$ cat config.mk
export PLATFORM = sky130hd
export DESIGN_NAME = irq_route_regs
export DESIGN_NICKNAME = d
export VERILOG_FILES = /design/src/rtl/irq_regs_pkg.sv /design/src/rtl/irq_sel_decode.sv /design/src/rtl/irq_route_entry.sv /design/src/rtl/irq_rd_mux.sv /design/src/rtl/irq_route_regs.sv
export SDC_FILE = /design/constraint.sdc
export NUM_CORES = 2
export LEC_CHECK = 0
export BUFFER_PORTS_ARGS = -buffer_cell sky130_fd_sc_hd__buf_2
export CAP_MARGIN = 20
export CORE_ASPECT_RATIO = 1.1
export CORE_MARGIN = 5
export CORE_UTILIZATION = 35
export CTS_CLUSTER_SIZE = 16
export DETAILED_ROUTE_END_ITERATION = 10
export SLEW_MARGIN = 20
export SYNTH_ARGS = -nofsm -noshare
export SYNTH_HDL_FRONTEND = slang
export SYNTH_SLANG_ARGS = --single-unit
$ cat constraint.sdc
create_clock -name clk -period 3.9 [get_ports clk]
set_input_delay 0.195 -clock clk [delete_from_list [all_inputs] [get_ports clk]]
set_output_delay 0.195 -clock clk [all_outputs]
set_load 0.05 [all_outputs]
$ cat src/rtl/irq_regs_pkg.sv
package irq_regs_pkg;

  localparam logic [7:0] OFF_SELECT = 8'h00;
  localparam logic [7:0] OFF_WINDOW = 8'h10;
  localparam logic [7:0] SEL_IDENT  = 8'h00;
  localparam logic [7:0] SEL_VERS   = 8'h01;
  localparam logic [7:0] SEL_ARBIT  = 8'h02;
  localparam logic [7:0] SEL_TABLE  = 8'h10;

  typedef enum logic [2:0] {
    ACC_IDENT,
    ACC_VERS,
    ACC_ARBIT,
    ACC_TABLE,
    ACC_VOID
  } acc_kind_e;

  typedef struct packed {
    logic [7:0]  dest;
    logic [38:0] rsvd;
    logic        mask;
    logic        trig;
    logic        rirr;
    logic        polarity;
    logic        dlv_stat;
    logic        dst_mode;
    logic [2:0]  dlv_mode;
    logic [7:0]  vector;
  } route_entry_t;

  localparam route_entry_t ENTRY_RESET = '{mask: 1'b1, default: '0};

  function automatic logic [6:0] table_index(input logic [7:0] sel);
    logic [7:0] off;
    off = sel - SEL_TABLE;
    return off[7:1];
  endfunction

  function automatic logic [31:0] version_word(input int pins, input logic [7:0] code);
    logic [7:0] cap;
    cap = 8'(pins - 1);
    return {8'h00, cap, 8'h00, code};
  endfunction

endpackage

$ cat src/rtl/irq_sel_decode.sv
module irq_sel_decode
  import irq_regs_pkg::*;
#(
  parameter int NUM_PINS = 24
) (
  input  logic            clk,
  input  logic            rst_n,
  input  logic            wr_en,
  input  logic [7:0]      bus_addr,
  input  logic [31:0]     wr_data,
  output logic [7:0]      sel_q,
  output acc_kind_e       acc_kind,
  output logic [6:0]      tbl_idx,
  output logic            tbl_hi,
  output logic            id_we,
  output logic            tbl_we,
  output logic [NUM_PINS-1:0] we_lo,
  output logic [NUM_PINS-1:0] we_hi
);

  logic sel_we;
  logic win_wr;
  logic in_range;

  assign sel_we = wr_en && (bus_addr == OFF_SELECT);
  assign win_wr = wr_en && (bus_addr == OFF_WINDOW);

  always_ff @(posedge clk) begin
    if (!rst_n) sel_q <= '0;
    else if (sel_we) sel_q <= wr_data[7:0];
  end

  assign tbl_idx  = table_index(sel_q);
  assign tbl_hi   = sel_q[0];
  assign in_range = (sel_q >= SEL_TABLE) && (int'(tbl_idx) < NUM_PINS);

  always_comb begin
    if (sel_q == SEL_IDENT)      acc_kind = ACC_IDENT;
    else if (sel_q == SEL_VERS)  acc_kind = ACC_VERS;
    else if (sel_q == SEL_ARBIT) acc_kind = ACC_ARBIT;
    else if (in_range)           acc_kind = ACC_TABLE;
    else                         acc_kind = ACC_VOID;
  end

  assign id_we  = win_wr && (acc_kind == ACC_IDENT);
  assign tbl_we = win_wr && (acc_kind == ACC_TABLE);

  for (genvar gi = 0; gi < NUM_PINS; gi++) begin : g_we
    assign we_lo[gi] = tbl_we && !tbl_hi && (int'(tbl_idx) == gi);
    assign we_hi[gi] = tbl_we &&  tbl_hi && (int'(tbl_idx) == gi);
  end

  AST_SEL_ONLY_BY_WRITE: assert property (@(posedge clk) disable iff (!rst_n)
    !$stable(sel_q) |-> $past(wr_en && (bus_addr == OFF_SELECT)));

  AST_ONE_HALF_WRITE: assert property (@(posedge clk) disable iff (!rst_n)
    $onehot0({we_lo, we_hi}));

endmodule

$ cat src/rtl/irq_route_entry.sv
module irq_route_entry
  import irq_regs_pkg::*;
(
  input  logic         clk,
  input  logic         rst_n,
  input  logic         we_lo,
  input  logic         we_hi,
  input  logic [31:0]  wr_data,
  input  logic         rirr_set,
  output route_entry_t ent_q,
  output logic         mask_chg
);

  route_entry_t nxt;

  always_comb begin
    nxt = ent_q;
    if (we_lo) begin
      nxt[31:0] = wr_data;
      nxt.rirr  = 1'b0;
    end
    if (we_hi) nxt[63:32] = wr_data;
    if (rirr_set) nxt.rirr = 1'b1;
  end

  assign mask_chg = we_lo && (wr_data[16] != ent_q.mask);

  always_ff @(posedge clk) begin
    if (!rst_n) ent_q <= ENTRY_RESET;
    else        ent_q <= nxt;
  end

  AST_RIRR_CLEARED: assert property (@(posedge clk) disable iff (!rst_n)
    (we_lo && !rirr_set) |=> !ent_q.rirr);

  AST_RIRR_SET_WINS: assert property (@(posedge clk) disable iff (!rst_n)
    rirr_set |=> ent_q.rirr);

  AST_MASK_ONLY_LOW: assert property (@(posedge clk) disable iff (!rst_n)
    !$stable(ent_q.mask) |-> $past(we_lo));

  AST_HI_KEEPS_LOW: assert property (@(posedge clk) disable iff (!rst_n)
    (we_hi && !rirr_set) |=> $stable(ent_q[31:0]));

endmodule

$ cat src/rtl/irq_rd_mux.sv
module irq_rd_mux
  import irq_regs_pkg::*;
#(
  parameter int         NUM_PINS     = 24,
  parameter logic [7:0] VERSION_CODE = 8'h11
) (
  input  logic         clk,
  input  logic         rst_n,
  input  logic         rd_en,
  input  logic [7:0]   bus_addr,
  input  logic [7:0]   sel_q,
  input  acc_kind_e    acc_kind,
  input  logic [6:0]   tbl_idx,
  input  logic         tbl_hi,
  input  logic [3:0]   id_q,
  input  route_entry_t ents [NUM_PINS],
  output logic [31:0]  rd_data
);

  logic [31:0]  win_word;
  logic [31:0]  rd_next;
  route_entry_t pick;

  always_comb begin
    pick = ents[0];
    for (int i = 0; i < NUM_PINS; i++)
      if (int'(tbl_idx) == i) pick = ents[i];
  end

  always_comb begin
    unique case (acc_kind)
      ACC_IDENT, ACC_ARBIT: win_word = {4'h0, id_q, 24'h0};
      ACC_VERS:             win_word = version_word(NUM_PINS, VERSION_CODE);
      ACC_TABLE:            win_word = tbl_hi ? pick[63:32] : pick[31:0];
      default:              win_word = '1;
    endcase
  end

  always_comb begin
    if (bus_addr == OFF_SELECT)      rd_next = {24'h0, sel_q};
    else if (bus_addr == OFF_WINDOW) rd_next = win_word;
    else                             rd_next = '0;
  end

  always_ff @(posedge clk) begin
    if (!rst_n)     rd_data <= '0;
    else if (rd_en) rd_data <= rd_next;
  end

  AST_RD_HOLD: assert property (@(posedge clk) disable iff (!rst_n)
    !rd_en |=> $stable(rd_data));

endmodule

$ cat src/rtl/irq_route_regs.sv
module irq_route_regs
  import irq_regs_pkg::*;
#(
  parameter int         NUM_PINS     = 24,
  parameter logic [7:0] VERSION_CODE = 8'h11,
  localparam int        IDX_W        = (NUM_PINS > 1) ? $clog2(NUM_PINS) : 1
) (
  input  logic                  clk,
  input  logic                  rst_n,
  input  logic                  wr_en,
  input  logic                  rd_en,
  input  logic [7:0]            bus_addr,
  input  logic [31:0]           wr_data,
  output logic [31:0]           rd_data,
  input  logic [NUM_PINS-1:0]   rirr_set,
  output logic [NUM_PINS*8-1:0] ent_vector,
  output logic [NUM_PINS*3-1:0] ent_dlv_mode,
  output logic [NUM_PINS-1:0]   ent_dst_mode,
  output logic [NUM_PINS-1:0]   ent_trig,
  output logic [NUM_PINS-1:0]   ent_mask,
  output logic [NUM_PINS-1:0]   ent_rirr,
  output logic [NUM_PINS*8-1:0] ent_dest,
  output logic                  ent_wr_pulse,
  output logic [IDX_W-1:0]      ent_wr_idx,
  output logic                  ent_wr_hi,
  output logic                  mask_chg_pulse,
  output logic [IDX_W-1:0]      mask_chg_idx,
  output logic                  mask_chg_val
);

  logic [7:0]          sel_q;
  acc_kind_e           acc_kind;
  logic [6:0]          tbl_idx;
  logic                tbl_hi;
  logic                id_we;
  logic                tbl_we;
  logic [NUM_PINS-1:0] we_lo;
  logic [NUM_PINS-1:0] we_hi;
  logic [NUM_PINS-1:0] mask_chg_vec;
  logic [3:0]          id_q;
  route_entry_t        ents [NUM_PINS];

  irq_sel_decode #(.NUM_PINS(NUM_PINS)) u_dec (
    .clk      (clk),
    .rst_n    (rst_n),
    .wr_en    (wr_en),
    .bus_addr (bus_addr),
    .wr_data  (wr_data),
    .sel_q    (sel_q),
    .acc_kind (acc_kind),
    .tbl_idx  (tbl_idx),
    .tbl_hi   (tbl_hi),
    .id_we    (id_we),
    .tbl_we   (tbl_we),
    .we_lo    (we_lo),
    .we_hi    (we_hi)
  );

  always_ff @(posedge clk) begin
    if (!rst_n)     id_q <= '0;
    else if (id_we) id_q <= wr_data[27:24];
  end

  for (genvar gi = 0; gi < NUM_PINS; gi++) begin : g_ent
    irq_route_entry u_ent (
      .clk      (clk),
      .rst_n    (rst_n),
      .we_lo    (we_lo[gi]),
      .we_hi    (we_hi[gi]),
      .wr_data  (wr_data),
      .rirr_set (rirr_set[gi]),
      .ent_q    (ents[gi]),
      .mask_chg (mask_chg_vec[gi])
    );
    assign ent_vector[gi*8 +: 8]   = ents[gi].vector;
    assign ent_dlv_mode[gi*3 +: 3] = ents[gi].dlv_mode;
    assign ent_dst_mode[gi]        = ents[gi].dst_mode;
    assign ent_trig[gi]            = ents[gi].trig;
    assign ent_mask[gi]            = ents[gi].mask;
    assign ent_rirr[gi]            = ents[gi].rirr;
    assign ent_dest[gi*8 +: 8]     = ents[gi].dest;
  end

  irq_rd_mux #(.NUM_PINS(NUM_PINS), .VERSION_CODE(VERSION_CODE)) u_rd (
    .clk      (clk),
    .rst_n    (rst_n),
    .rd_en    (rd_en),
    .bus_addr (bus_addr),
    .sel_q    (sel_q),
    .acc_kind (acc_kind),
    .tbl_idx  (tbl_idx),
    .tbl_hi   (tbl_hi),
    .id_q     (id_q),
    .ents     (ents),
    .rd_data  (rd_data)
  );

  always_ff @(posedge clk) begin
    if (!rst_n) begin
      ent_wr_pulse   <= 1'b0;
      ent_wr_idx     <= '0;
      ent_wr_hi      <= 1'b0;
      mask_chg_pulse <= 1'b0;
      mask_chg_idx   <= '0;
      mask_chg_val   <= 1'b0;
    end else begin
      ent_wr_pulse   <= tbl_we;
      mask_chg_pulse <= |mask_chg_vec;
      if (tbl_we) begin
        ent_wr_idx   <= tbl_idx[IDX_W-1:0];
        ent_wr_hi    <= tbl_hi;
        mask_chg_idx <= tbl_idx[IDX_W-1:0];
        mask_chg_val <= wr_data[16];
      end
    end
  end

  AST_ID_ONLY_BY_WRITE: assert property (@(posedge clk) disable iff (!rst_n)
    !$stable(id_q) |-> $past(id_we));

  AST_MASK_EVT_MATCH: assert property (@(posedge clk) disable iff (!rst_n)
    mask_chg_pulse |-> (ent_mask[mask_chg_idx] == mask_chg_val));

  AST_MASK_EVT_HAS_WRITE: assert property (@(posedge clk) disable iff (!rst_n)
    mask_chg_pulse |-> (ent_wr_pulse && !ent_wr_hi));

endmodule

==> flow_summary.toml <==
[logic_synthesis]
netlist-cell-type-count = 96
synth_edf_count = 0
syn_area_per_cell_um2 = 7.33
ys.flop_type = "dfxtp_1"
synth_top_cell_by_area = "dfxtp_1"
synth_area_leaders = "dfxtp_1, nand2_1, a21oi_1"
ys_ff_latch = 1589
synth.cell_area_um2 = 73700
yosysSeqAreaShare_pct = 43.1
syn_inst = 10100
yosysMostFrequentCell = "nand2_1"
ys_warn_count = 0
async_reset_ff_share_pct = 0
syn_nets = 10100
ys_top_cells_by_count = "nand2_1, a21oi_1, dfxtp_1"
netlist.area_leader.share_pct = 43.1

[finish]
drive_above_1_share_pct = 21.3
fin_cells = 13500
final_util_pct = 43.2
fillCellCount = 21200
synthToLayoutAreaGrowth_pct = 22.7
nNetsFinal = 10700

[detailed_routing]
detail_route.first_pass.iterations = 6
drt_iter0_markers = 12500
detail-route-antenna-nets = 0
drc_errors = 0
routed_wl_um = 512000
viasPerCell = 6.12
vias = 83000
wl_per_cell_um = 37.8

[sta]
fin_crit_ns = 4.03
max_freq_mhz = 248
skew_ns = 0.0517
min_period_over_period_pct = 103
tightest_slew_ns = 1.31
rsz0062_at_grt = "yes"
finalSetupViolations = 6
hold_viol_final = 0
drv_slew = 0
finalWorstSetupSlack_ns = -0.132
max-slew-margin-rel_pct = 12.5

[grt]
grtUsageTotal_pct = 44.4
antenna_found_initial = 55
grt_max_degree = 225
grt_pass1_vias = 75200
grt_pass1_wl_um = 674000
grt.overflow.total = 0

[die]
die_w_um = 448
io-pin-count = 666
initial_core_util_pct = 35.2
dieArea_um2 = 220000
core_um2 = 209000
num_rows = 176
die_h_um = 491

[clocking]
clk_pin_slew_ns = 0.06
cts_htree_levels = 4
insertion_delay_ns = 0.91
clock_path_buffers = 3
cts.sinks = 1589
root_buffer = "clkbuf_16"
tritoncts = "done"
cts_inserted_buffers = 181

[critical_path]
crit_path_end_kind = "register"
required_ns = 4.68
startpoint_type = "register"
cp_max_fo = 23
crit_arrival_ns = 4.81
path_class = "reg -> reg"

[status]
violations = "setup timing"
run_status = "finished, violations left"

[place]
hpwl_um = 369000
place_congestion = 1.07
io_buffer_count = 665
dp.cells = 13100

[power_and_ir_drop]
cellPowerDensity_nw_per_um2 = 396
ir_drop_mv = 0.404
leakage_uw = 0.0331

[run]
maxCapViolations = 0

[worst_hold_path]
hold_path.class = "in -> reg"
## cell families after synthesis
group | share of synthesized area [%]
AOI/OAI and AO/OA | 22.1
muxes | 2.23
buffers and inverters | 10.8
and+or+nand+nor | 21.7
adders and majority gates | 0.0339
xor gates and xnor gates | 0.0238
DFF | 43.1
## where the power goes
group	total [µW]	internal [µW]	switching, µW
Clock	18200	10500	7730
Sequential	16300	16200	26.5
Combinational	1320	189	1130
Total	35800	26900	8890
## timing repair
action,in CTS,in global routing
setup buffers,4,2
hold endpoints to repair,689,0
endpoints found under the setup margin,22,20
pin swaps,4,7
hold buffers,60,0
gates resized for setup,35,34
## area by class of cell
cell class              count  area [µm²]  area share, %
diodes                     21        52.6         0.0581
clock buffers             273        5470           6.04
clock inverters            60         792          0.875
inverters                  20        82.6         0.0913
multi-input cells        6983       34500           38.2
flip-flops and latches   1589       31800           35.2
well taps                2759        3450           3.81
repair buffers           1842       14300           15.8
## metal layers
metal | wire length (µm) | track usage (%) | vias to the layer above
met5 | 104 | 0 | -
met4 | 52500 | 35.8 | 16
met3 | 52700 | 9.19 | 1539
met2 | 217000 | 66.6 | 6068
met1 | 189000 | 55.0 | 40700
li1 | - | - | 34700
## state kept, by name (all words and copies together) (netlist names)
name               cells
ent_wr_hi              1
ent_wr_pulse           1
g_ent.u_ent.ent_q   1536
id_q                   4
mask_chg_idx           5
mask_chg_pulse         1
mask_chg_val           1
u_dec.sel_q            8
u_rd.rd_data          32
## final timing paths
kind         cells after the start  slack (ns)                                endpoint                                   start
min reg2reg                      2        0.45  g_ent[14].u_ent.ent_q[45]$_SDFFE_PN0P_  g_ent[14].u_ent.ent_q[45]$_SDFFE_PN0P_
max                             10       -0.13            u_rd.rd_data[2]$_SDFFE_PN0P_             u_dec.sel_q[1]$_SDFFE_PN0P_
min                              4        0.04   g_ent[8].u_ent.ent_q[14]$_SDFFE_PN0P_                             rirr_set[8]
max reg2reg                     10       -0.13            u_rd.rd_data[2]$_SDFFE_PN0P_             u_dec.sel_q[1]$_SDFFE_PN0P_
## stage by stage
stage               setup WS (ns)  hold slack, ns  setup TNS, ns  total power, µW  area [µm²]
floorplan                   0.744           0.312              0            17200       73700
global placement           -0.679           0.396          -4.60            17800       83200
detailed placement         -0.619           0.409          -4.30            17800       83200
global route              -0.0631          0.0564         -0.217            36500       90400
finish                     -0.132          0.0425         -0.334            35800       90500
CTS                        0.0117         0.00126              0            35800       90300
## cells in the final DEF (no fill, tap or decap), types with 15 or more instances in the layout
cell type | Yosys | routed
a22o_1 | 26 | 25
dfxtp_1 | 1589 | 1585
mux2i_1 | 115 | 115
o22a_1 | 21 | 21
nor4_1 | 21 | 15
mux2_2 | 38 | 38
buf_12 | 0 | 152
clkinv_2 | 0 | 27
inv_1 | 17 | 15
diode_2 | 0 | 21
a221o_1 | 27 | 27
nand4_1 | 18 | 18
o22ai_1 | 153 | 153
clkbuf_8 | 0 | 53
a21oi_1 | 1789 | 1784
nand3_1 | 113 | 107
buf_2 | 226 | 646
dlygate4sd3_1 | 0 | 60
o2111ai_1 | 17 | 15
a221oi_1 | 81 | 78
and3_1 | 21 | 21
nor2_1 | 286 | 250
clkbuf_1 | 641 | 36
o211ai_1 | 48 | 48
nand2_1 | 3400 | 3397
o21ai_0 | 209 | 202
a211oi_1 | 42 | 39
a31oi_1 | 36 | 35
o221ai_1 | 56 | 51
buf_4 | 563 | 980
nor3_1 | 74 | 62
clkbuf_16 | 0 | 184
nor2_2 | 20 | 50
a22oi_1 | 60 | 59
## critical path: stages (launching register included)
cell and delay [ns]:
dfxtp_4 0.58, buf_4 0.28, and2_1 0.18, buf_4 0.60, nor2_1 0.15, buf_4 0.20
a211o_1 0.34, a222oi_1 0.57, a31oi_2 0.36, o31a_1 0.38, o211a_1 0.21
(Power assumes the default switching activity.)
